==> config.mk <==
export PLATFORM = sky130hd
export DESIGN_NAME = dual_phase_timer
export DESIGN_NICKNAME = d
export VERILOG_FILES = /design/src/rtl/dpt_pkg.sv /design/src/rtl/dpt_regfile.sv /design/src/rtl/dpt_channel.sv /design/src/rtl/dual_phase_timer.sv
export SDC_FILE = /design/constraint.sdc
export NUM_CORES = 1
export LEC_CHECK = 0
export ABC_AREA = 1
export ABC_CLOCK_PERIOD_IN_PS = 1800
export BUFFER_PORTS_ARGS = -buffer_cell sky130_fd_sc_hd__buf_2
export CAP_MARGIN = 30
export CELL_PAD_IN_SITES_DETAIL_PLACEMENT = 0
export CELL_PAD_IN_SITES_GLOBAL_PLACEMENT = 1
export CORE_ASPECT_RATIO = 0.8
export CORE_MARGIN = 4
export CORE_UTILIZATION = 40
export DETAILED_ROUTE_END_ITERATION = 8
export PLACE_DENSITY = 0.8
export RECOVER_POWER = 25
export SETUP_SLACK_MARGIN = 0.02
export SLEW_MARGIN = 20
export SYNTH_ARGS = -nofsm -noshare
export SYNTH_HDL_FRONTEND = slang
export SYNTH_SLANG_ARGS = --single-unit
==> constraint.sdc <==
create_clock -name clk -period 1.8 [get_ports clk]
set_input_delay 0.18 -clock clk [delete_from_list [all_inputs] [get_ports clk]]
set_output_delay 0.18 -clock clk [all_outputs]
set_load 0.02 [all_outputs]
==> src/rtl/dpt_pkg.sv <==
package dpt_pkg;
    localparam int DATA_W = 32;
    localparam int ADDR_W = 5;
    localparam int NUM_TMR = 2;
    localparam int WD_SEL_W = 8;

    localparam logic [ADDR_W-1:0] OFS_CTRL    = 5'h00;
    localparam logic [ADDR_W-1:0] OFS_T1_LEAD = 5'h04;
    localparam logic [ADDR_W-1:0] OFS_T0_LEAD = 5'h08;
    localparam logic [ADDR_W-1:0] OFS_T1_TAIL = 5'h0C;
    localparam logic [ADDR_W-1:0] OFS_T0_TAIL = 5'h10;

    typedef enum logic [1:0] {
        CH_IDLE = 2'd0,
        CH_LEAD = 2'd1,
        CH_TAIL = 2'd2,
        CH_HALT = 2'd3
    } ch_state_e;

    typedef struct packed {
        logic [NUM_TMR-1:0] ctrl;
        logic [DATA_W-1:0]  lead0;
        logic [DATA_W-1:0]  tail0;
        logic [DATA_W-1:0]  lead1;
        logic [DATA_W-1:0]  tail1;
    } regs_t;
endpackage

==> src/rtl/dpt_regfile.sv <==
module dpt_regfile
    import dpt_pkg::*;
(
    input  logic                clk,
    input  logic                rst_n,
    input  logic                bus_sel,
    input  logic                bus_we,
    input  logic [ADDR_W-1:0]   bus_addr,
    input  logic [DATA_W-1:0]   bus_wdata,
    output logic [DATA_W-1:0]   bus_rdata,
    output logic [NUM_TMR-1:0]  en_next_o,
    output logic [DATA_W-1:0]   lead_o [NUM_TMR],
    output logic [DATA_W-1:0]   tail_o [NUM_TMR]
);
    regs_t regs_d, regs_q;
    logic  hit;

    // Decode and next-state computation for the register file
    always_comb begin
        regs_d = regs_q;
        hit    = 1'b1;
        unique case (bus_addr)
            OFS_CTRL, OFS_T1_LEAD, OFS_T0_LEAD,
            OFS_T1_TAIL, OFS_T0_TAIL: hit = 1'b1;
            default:                  hit = 1'b0;
        endcase
        if (bus_sel && bus_we) begin
            case (bus_addr)
                OFS_CTRL:    regs_d.ctrl  = bus_wdata[NUM_TMR-1:0];
                OFS_T1_LEAD: regs_d.lead1 = bus_wdata;
                OFS_T0_LEAD: regs_d.lead0 = bus_wdata;
                OFS_T1_TAIL: regs_d.tail1 = bus_wdata;
                OFS_T0_TAIL: regs_d.tail0 = bus_wdata;
                default:     ;
            endcase
        end
    end

    always_ff @(posedge clk) begin
        if (!rst_n) regs_q <= '0;
        else        regs_q <= regs_d;
    end

    // Read mux: unmapped offsets give zero
    always_comb begin
        case (bus_addr)
            OFS_CTRL:    bus_rdata = {{(DATA_W-NUM_TMR){1'b0}}, regs_q.ctrl};
            OFS_T1_LEAD: bus_rdata = regs_q.lead1;
            OFS_T0_LEAD: bus_rdata = regs_q.lead0;
            OFS_T1_TAIL: bus_rdata = regs_q.tail1;
            OFS_T0_TAIL: bus_rdata = regs_q.tail0;
            default:     bus_rdata = '0;
        endcase
    end

    // Timers act on the enable value being written, so a disable takes effect at its edge
    assign en_next_o = regs_d.ctrl;
    assign lead_o[0] = regs_q.lead0;
    assign tail_o[0] = regs_q.tail0;
    assign lead_o[1] = regs_q.lead1;
    assign tail_o[1] = regs_q.tail1;

    // a write to an unmapped offset leaves every register as it was
    p_unmapped_write_r2: assert property (@(posedge clk) disable iff (!rst_n)
        (bus_sel && bus_we && !hit) |=> $stable(regs_q));

    // a mapped read of control shows only the enable bits
    p_ctrl_read_r2: assert property (@(posedge clk) disable iff (!rst_n)
        (bus_addr == OFS_CTRL) |-> (bus_rdata[DATA_W-1:NUM_TMR] == '0));
endmodule

==> src/rtl/dpt_channel.sv <==
module dpt_channel
    import dpt_pkg::*;
#(
    parameter int CNT_W       = DATA_W,
    parameter bit WD_CAPABLE  = 1'b0
) (
    input  logic             clk,
    input  logic             rst_n,
    input  logic             en_i,
    input  logic [CNT_W-1:0] lead_i,
    input  logic [CNT_W-1:0] tail_i,
    output logic             irq_o,
    output logic             rst_req_o
);
    localparam logic [WD_SEL_W-1:0] WD_MAGIC = '1;
    localparam logic [CNT_W-1:0]    ONE      = {{(CNT_W-1){1'b0}}, 1'b1};

    typedef struct packed {
        ch_state_e        state;
        logic [CNT_W-1:0] cnt;
        logic             irq;
        logic             rst_req;
    } ch_t;

    ch_t q, d;
    logic             wd_mode;
    logic [CNT_W-1:0] wd_count;

    // Remaining-cycle load value: a count of 0 behaves as 1
    function automatic logic [CNT_W-1:0] load_of(input logic [CNT_W-1:0] n);
        return (n == '0) ? '0 : (n - ONE);
    endfunction

    generate
        if (WD_CAPABLE) begin : g_wd
            assign wd_mode  = (lead_i[WD_SEL_W-1:0] == WD_MAGIC);
            assign wd_count = {{WD_SEL_W{1'b0}}, lead_i[CNT_W-1:WD_SEL_W]};
        end else begin : g_plain
            assign wd_mode  = 1'b0;
            assign wd_count = '0;
        end
    endgenerate

    always_comb begin
        d     = q;
        d.irq = 1'b0;
        if (!en_i) begin
            d.state = CH_IDLE;
            d.cnt   = '0;
        end else begin
            unique case (q.state)
                CH_IDLE: begin
                    d.state = CH_LEAD;
                    d.cnt   = wd_mode ? load_of(wd_count) : load_of(lead_i);
                end
                CH_LEAD: begin
                    if (q.cnt != '0) begin
                        d.cnt = q.cnt - ONE;
                    end else if (wd_mode) begin
                        d.state   = CH_HALT;
                        d.rst_req = 1'b1;
                    end else begin
                        d.state = CH_TAIL;
                        d.cnt   = load_of(tail_i);
                    end
                end
                CH_TAIL: begin
                    if (q.cnt != '0) begin
                        d.cnt = q.cnt - ONE;
                    end else begin
                        d.irq   = 1'b1;
                        d.state = CH_LEAD;
                        d.cnt   = load_of(lead_i);
                    end
                end
                default: d.state = CH_HALT;
            endcase
        end
    end

    always_ff @(posedge clk) begin
        if (!rst_n) q <= '{state: CH_IDLE, cnt: '0, irq: 1'b0, rst_req: 1'b0};
        else        q <= d;
    end

    assign irq_o     = q.irq;
    assign rst_req_o = q.rst_req;

    // the interrupt is a single-cycle pulse
    p_irq_single_r4: assert property (@(posedge clk) disable iff (!rst_n)
        q.irq |=> !q.irq);

    // a cleared enable leaves the timer idle and silent
    p_stop_silent_r6: assert property (@(posedge clk) disable iff (!rst_n)
        !en_i |=> (!q.irq && q.state == CH_IDLE));

    // a watchdog countdown never raises the interrupt
    p_wd_no_irq_r7: assert property (@(posedge clk) disable iff (!rst_n)
        (en_i && wd_mode && q.state == CH_LEAD) |=> !q.irq);

    // the reset request holds until reset
    p_rst_sticky_r8: assert property (@(posedge clk) disable iff (!rst_n)
        q.rst_req |=> q.rst_req);

    generate
        if (!WD_CAPABLE) begin : g_chk_plain
            // the magic byte does nothing on a timer without watchdog mode
            p_no_wd_r9: assert property (@(posedge clk) disable iff (!rst_n)
                (lead_i[WD_SEL_W-1:0] == WD_MAGIC) |=> !q.rst_req);
        end
    endgenerate
endmodule

==> src/rtl/dual_phase_timer.sv <==
module dual_phase_timer
    import dpt_pkg::*;
(
    input  logic               clk,
    input  logic               rst_n,
    input  logic               bus_sel,
    input  logic               bus_we,
    input  logic [ADDR_W-1:0]  bus_addr,
    input  logic [DATA_W-1:0]  bus_wdata,
    output logic [DATA_W-1:0]  bus_rdata,
    output logic [NUM_TMR-1:0] irq,
    output logic               wdog_rst_req
);
    logic [NUM_TMR-1:0] en_next;
    logic [DATA_W-1:0]  lead [NUM_TMR];
    logic [DATA_W-1:0]  tail [NUM_TMR];
    logic [NUM_TMR-1:0] rst_req;

    dpt_regfile u_regs (
        .clk       (clk),
        .rst_n     (rst_n),
        .bus_sel   (bus_sel),
        .bus_we    (bus_we),
        .bus_addr  (bus_addr),
        .bus_wdata (bus_wdata),
        .bus_rdata (bus_rdata),
        .en_next_o (en_next),
        .lead_o    (lead),
        .tail_o    (tail)
    );

    for (genvar g = 0; g < NUM_TMR; g++) begin : g_tmr
        dpt_channel #(
            .CNT_W      (DATA_W),
            .WD_CAPABLE (g == 0)
        ) u_ch (
            .clk       (clk),
            .rst_n     (rst_n),
            .en_i      (en_next[g]),
            .lead_i    (lead[g]),
            .tail_i    (tail[g]),
            .irq_o     (irq[g]),
            .rst_req_o (rst_req[g])
        );
    end

    assign wdog_rst_req = |rst_req;

    // a timer whose enable is clear produces no interrupt
    p_irq_needs_en_r3: assert property (@(posedge clk) disable iff (!rst_n)
        (en_next == '0) |=> (irq == '0));
endmodule

After elaboration in Yosys (flattened, before gate mapping) --
Cells that the tools add are included. W data, S select, Z words.
Word-level totals: register bits after elaboration 201, logic and storage cells 88, output and inout bits 35, bits of input ports 41
Operators by class: $add $sub $neg 7, mux-type cells 29, reduce and logical (&&, ||, !) cells 25, bitwise logic cells 1, eq/ne operators 14
Operators by type and width (number):
- $mux W32 | 15
- $pmux W32 S3 | 2
- $sub A32 B1 Y32 const B | 6
- $logic_not A32 Y1 | 5
- $pmux W32 S5 | 1
- $mux W130 | 1
- $reduce_bool A32 Y1 | 2
- $sub A24 B1 Y25 const B | 1
- $reduce_and A2 Y1 | 9
- $pmux W2 S3 | 2
- $eq A5 B4 Y1 const B | 2
- $mux W2 | 5
- $eq A8 B8 Y1 const B | 1
- $ne A2 B2 Y1 const B | 4
- $reduce_and A3 Y1 | 2
- $reduce_bool A3 Y1 | 2
- $eq A5 B3 Y1 const B | 1
- $eq A5 B5 Y1 const B | 1
- $logic_not A5 Y1 | 1
- $eq A2 B1 Y1 const B | 2
- $eq A2 B2 Y1 const B | 2
- $logic_not A2 Y1 | 2
- $reduce_and A4 Y1 | 1
- $mux W1 | 3
- 3 further kinds | 3

Longest topological paths before layout --
word-level depth 5, mapped depth 15, depth with buffers taken out 15

Modules after synthesis --
Synthesis repeated with hierarchy kept, for this count alone.
Second synthesis, totals: cells, all modules 3017, area, all modules 17649.4 µm²
Modules (own cells, without submodules):
- dpt_regfile | cells each 1195, sequential area each 2602.5 µm², instances 1, area an instance 7455.9 µm²
- dpt_channel at g_tmr[0].u_ch | cells each 1016, sequential area each 720.7 µm², instances 1, area an instance 5664.2 µm²
- dpt_channel at g_tmr[1].u_ch | cells each 803, sequential area each 700.7 µm², instances 1, area an instance 4518.1 µm²
- dual_phase_timer | cells each 3, sequential area each 0.0 µm², instances 1, area an instance 11.3 µm²

Least setup slack after synthesis --
No wires, ideal clock.
path kind flip-flop to flip-flop, start register u_regs.regs_q[104], in the netlist u_regs.lead_o[40], end register g_tmr[0].u_ch.q[17] (netlist name), setup time 0.117 ns, clock period less this slack 1.932 ns, cell stages (with the launch flop) 14, buffers on the path 0, data required time 1.683 ns, arrival 1.815 ns, path slack -0.132 ns, path through dfxtp_1 inv_1 ha_1 nand2_2 nor2_4 nand2_1 nor2_2 nand2_1 nand3_2 inv_2 a21oi_1 nand2_1 a21oi_1 nor2_1
Between the ends: longest elaborated chain between the ends 4, elaborated cells between the ends (all ways) 9, classes of those cells 2 x add/sub; 5 x mux; 2 x reduce/logical
RTL lines:
- from (decl) | RTL line dpt_regfile.sv:15 | regs_t regs_d, regs_q;
- from (signal assigned) | RTL line dpt_regfile.sv:41 | else regs_q <= regs_d;
- $sub A32 B1 Y32, or another cell as far along | RTL line dpt_channel.sv:31 | return (n == '0) ? '0 : (n - ONE);
- $mux W32 | RTL line dpt_channel.sv:31
- $mux W32 (on tied branches) | RTL line dpt_channel.sv:68, dpt_channel.sv:54
- $pmux W32 S3 * | RTL line dpt_channel.sv:51 | unique case (q.state)
- to (signal assigned) | RTL line dpt_channel.sv:82 | if (!rst_n) q <= '{state: CH_IDLE, cnt: '0, irq: 1'b0, rst_req: 1'b0};
- to (decl) | RTL line dpt_channel.sv:25 | ch_t q, d;
Mark *: on every way between the ends. The rest lies on a longest branch, timed or not. A chain may end at the register's enable or synchronous reset.

Worst setup path after layout --
start register u_regs.regs_q[33], in the netlist u_regs.lead_o[1], end register g_tmr[1].u_ch.q[13] (netlist name)
Between the ends: longest elaborated chain between the ends 4, elaborated cells between the ends (all ways) 5, classes of those cells 1 x add/sub; 3 x mux; 1 x reduce/logical
RTL lines:
- $sub A32 B1 Y32 / $logic_not A32 Y1 (equally long branches) | RTL line dpt_channel.sv:31
- $mux W32 * | RTL line dpt_channel.sv:31
- $mux W32 | RTL line dpt_channel.sv:68 | if (q.cnt != '0) begin
- $pmux W32 S3 * | RTL line dpt_channel.sv:51
- to (signal assigned) | RTL line dpt_channel.sv:82
- to (decl) | RTL line dpt_channel.sv:25
Marks and branches as above.

==> results by group <==
Run status
  • Status: finished, violations left
  • Violated checks: negative setup slack

Place
  • Placed Cells: approximately 3.7k
  • Final HPWL from detailed placement: around 65 mm
  • Worst slack at placement: -0.625 ns
  • Input/output buffers: 75
  • GP Congestion: around 1.2

Hold path
  • Hold path startpoint: bus_wdata[18]
  • Worst Hold End: u_regs.tail_o[18]
  • Worst min path class: input pin to register
  • Hold path depth: 3

Synth
  • Register area share after synthesis: 0.262
  • Average size of a mapped cell: a little under 6 µm²
  • Number of flops mapped to enable cells by yosys: 0
  • Synth Flop Type: dfxtp_1
  • Area contributors post-synth: dfxtp_1, nand2_1, nor2_1
  • Post-synth cell types: 43
  • Area leader, netlist: dfxtp_1
  • Yosys warnings: 0
  • Cells after Synth: between 2k and 3k
  • Post-synthesis async set-or-reset flop share: 0
  • Mapped cell area: between 15000 and 20000 µm²
  • Syn Nets: 2640
  • FF+latch count, synth: approximately 200
  • Share of the synthesized area in the top cell type: 0.262

Power and ir drop
  • Peak supply drop: ~0.63 mV
  • Sw Share: 0.337
  • Clock power share: 0.405
  • P_sw: approximately 4500 µW
  • PwrDens: just under 500 nW/µm²
  • Pwr Total: between 10000 and 15000 µW
  • Flop pwr share: 0.334
  • Combinational power share: 0.261
  • P_int: slightly below 9000 µW
  • Leakage power: 0.0131 µW

STA
  • Relative max-transition margin: 0.677
  • Setup-failing EPs final: slightly above 100
  • Unrepaired setup endpoints after global routing: true
  • Fin Hold WS: 0.0249 ns
  • Crit share post-route: 1.18
  • Max-slew violations: 0
  • Worst clock skew: 0.0280 ns
  • Hold Fails Final Rpt: 0
  • Final worst slack: -0.320 ns
  • Fin crit period: 2.12 ns
  • Max Fclk: between 400 and 500 MHz
  • Worst Tran Pin Value: about 0.48 ns

Clocking
  • CTS tree: built
  • H-tree depth: 1
  • Total CTS buffers: 24
  • Clk sinks: approximately 200
  • Clock buffer depth: 3
  • Worst skew pair latency: between 0.5 and 0.6 ns
  • Root Driver: clkbuf_16
  • Clock slew at reported path FFs: approximately 0.08 ns

Final layout
  • Layout area overhead: 76.0%
  • Most common cell after layout, fill and taps aside: buf_4
  • Share of layout cells above drive strength 1: 0.473
  • Total Nets Final: approximately 3.4k
  • Post-route insts no fill: just under 4k
  • Most frequent cells in the layout: buf_4, nand2_1, nor2_1
  • Util after Layout: 0.721

Floorplanning
  • DIE AREA: 41600 µm²
  • I/O Pins: 76
  • Die H: approximately 180 µm
  • Rows: 63
  • Core area: 37400 µm²
  • Initial core utilization: 0.410
  • Die W: around 230 µm

Worst setup path
  • Slowest CP cell: dfxtp_2
  • Reg2reg start: u_regs.lead_o[1]
  • RR Endpoint: g_tmr[1].u_ch.q[13]
  • Critical Path RT: 2.24 ns
  • Worst path max stage delay: ~0.33 ns
  • Worst Path Buf+Inv: 4
  • Worst Path Arrival: 2.56 ns
  • Crit-path max FO: 4
  • Worst Reg-to-Reg Cells: 11
  • Worst setup SP type: register
  • Crit end category: register
  • Cells along the critical path: inv_2 -> buf_6 -> nand4_1 -> nor2_1 -> buf_4 -> buf_4 -> nand4_1 -> xor2_1 -> nor2_1 -> nor2_1 -> a21oi_1
  • Critical path class: register to register
  • CP top delay family: simple AND/OR/NAND/NOR gates
  • Worst setup startpoint: u_regs.lead_o[1]
  • CP dominant cell by count: nor2_1
  • Flop2flop setup slack: -0.32 ns

Routing
  • Wirelength per Cell: 23.3 µm
  • Drt drc: 0
  • Drt initial violations: around 3.2k
  • DR vias: roughly 22k
  • Via-per-instance ratio: 5.83
  • First-pass DRT Iterations: 7
  • WL final: approximately 90 mm
  • Final ANT Viol Nets: 0

Global routing
  • Largest net degree at the start of global routing: a little under 90
  • Vias in the first global route: 20.4k
  • Total gr overflow: 0
  • Antenna violations before repair: 5
  • First-pass GRT wire length: around 130 mm
  • Total GRT Usage: 0.399

Flow run
  • Max-Cap Viols: 0
==> metrics by stage <==
step / TNS [ns] / area [µm²]
floorplan: 0 / 15400
global placement: -25.41 / 20800
detailed placement: -32.14 / 20800
CTS: -8.08 / 25000
global route: -27.09 / 27000
finish: -18.20 / 27000
==> layout make-up <==
cell class                 instances  area [µm²]
sequential                       201        4170
inverter                         283        1190
multi-input combinational       1999       12800
timing repair buffer             827        7370
clock buffer                      30         694
antenna                            5        12.5
tap                              487         609
clock inverter                    14         150
fill                            2994       10500
==> per-layer routing <==
layer | share of wire | track usage | vias up
met5 | 0.0017 | 0 | -
met4 | 0.029 | 0.0803 | 4
met3 | 0.16 | 0.190 | 242
met2 | 0.40 | 0.544 | 1582
met1 | 0.41 | 0.571 | 10500
li1 | - | - | 10100
==> worst min-delay path: stages <==
cell and delay [ns]:
buf_2 0.18, nor2_1 0.13, nor2_1 0.05
==> power by group through the flow <==
stage	Sequential [µW]	Combinational, µW	Clock [µW]
after floorplan	4600	1320	0
after global placement	4590	2590	0
after detailed placement	4590	2600	0
after CTS	4490	3070	5400
after global routing	4480	3670	5590
final	4480	3500	5440
==> sequential cells by signal, summed over array words and instances, names as in the netlist <==
signal,flops
u_regs.tail_o,64
u_regs.regs_q,2
g_tmr.u_ch.q,68
u_regs.lead_o,64
g_tmr.u_ch.rst_req_o,1
g_tmr.u_ch.irq_o,2
==> logic make-up after synthesis <==
kind of cell	synth area share
and+or+nand+nor	0.345
AOI/OAI and AO/OA	0.214
buffers and inverters	0.0967
DFF	0.262
xor gates and xnor gates	0.0640
adders and majority gates	0.0179
==> worst max path at each step <==
stage	end	slack (ns)	cells past startpoint
6_report	g_tmr[1].u_ch.q[13]	-0.32	11
5_1_grt	g_tmr[1].u_ch.q[27]	-0.40	17
4_1_cts	g_tmr[1].u_ch.q[29]	-0.20	16
3_5_place_dp	bus_rdata[27]	-0.62	12
3_3_place_gp	g_tmr[0].u_ch.q[31]	-0.56	11
2_1_floorplan	g_tmr[1].u_ch.q[13]	0.009	15
==> repair_timing <==
action,CTS,global route
endpoints found under the hold margin,1,0
resized for setup,797,427
pin swaps,160,160
setup endpoints to repair,100,101
buffers inserted,84,67
gates cloned,13,4
hold buffers,1,0
==> synthesized netlist by cell type (18+ instances only) <==
cell type	n
o22ai_1	41
buf_2	18
ha_1	22
nand3_1	189
dfxtp_1	201
nor2_1	438
nor3_1	27
nand4_1	51
o21ai_0	294
inv_1	268
clkbuf_1	66
a21oi_1	245
xor2_1	98
nand2_1	482
No activity file was read; power rests on OpenSTA's default activity.
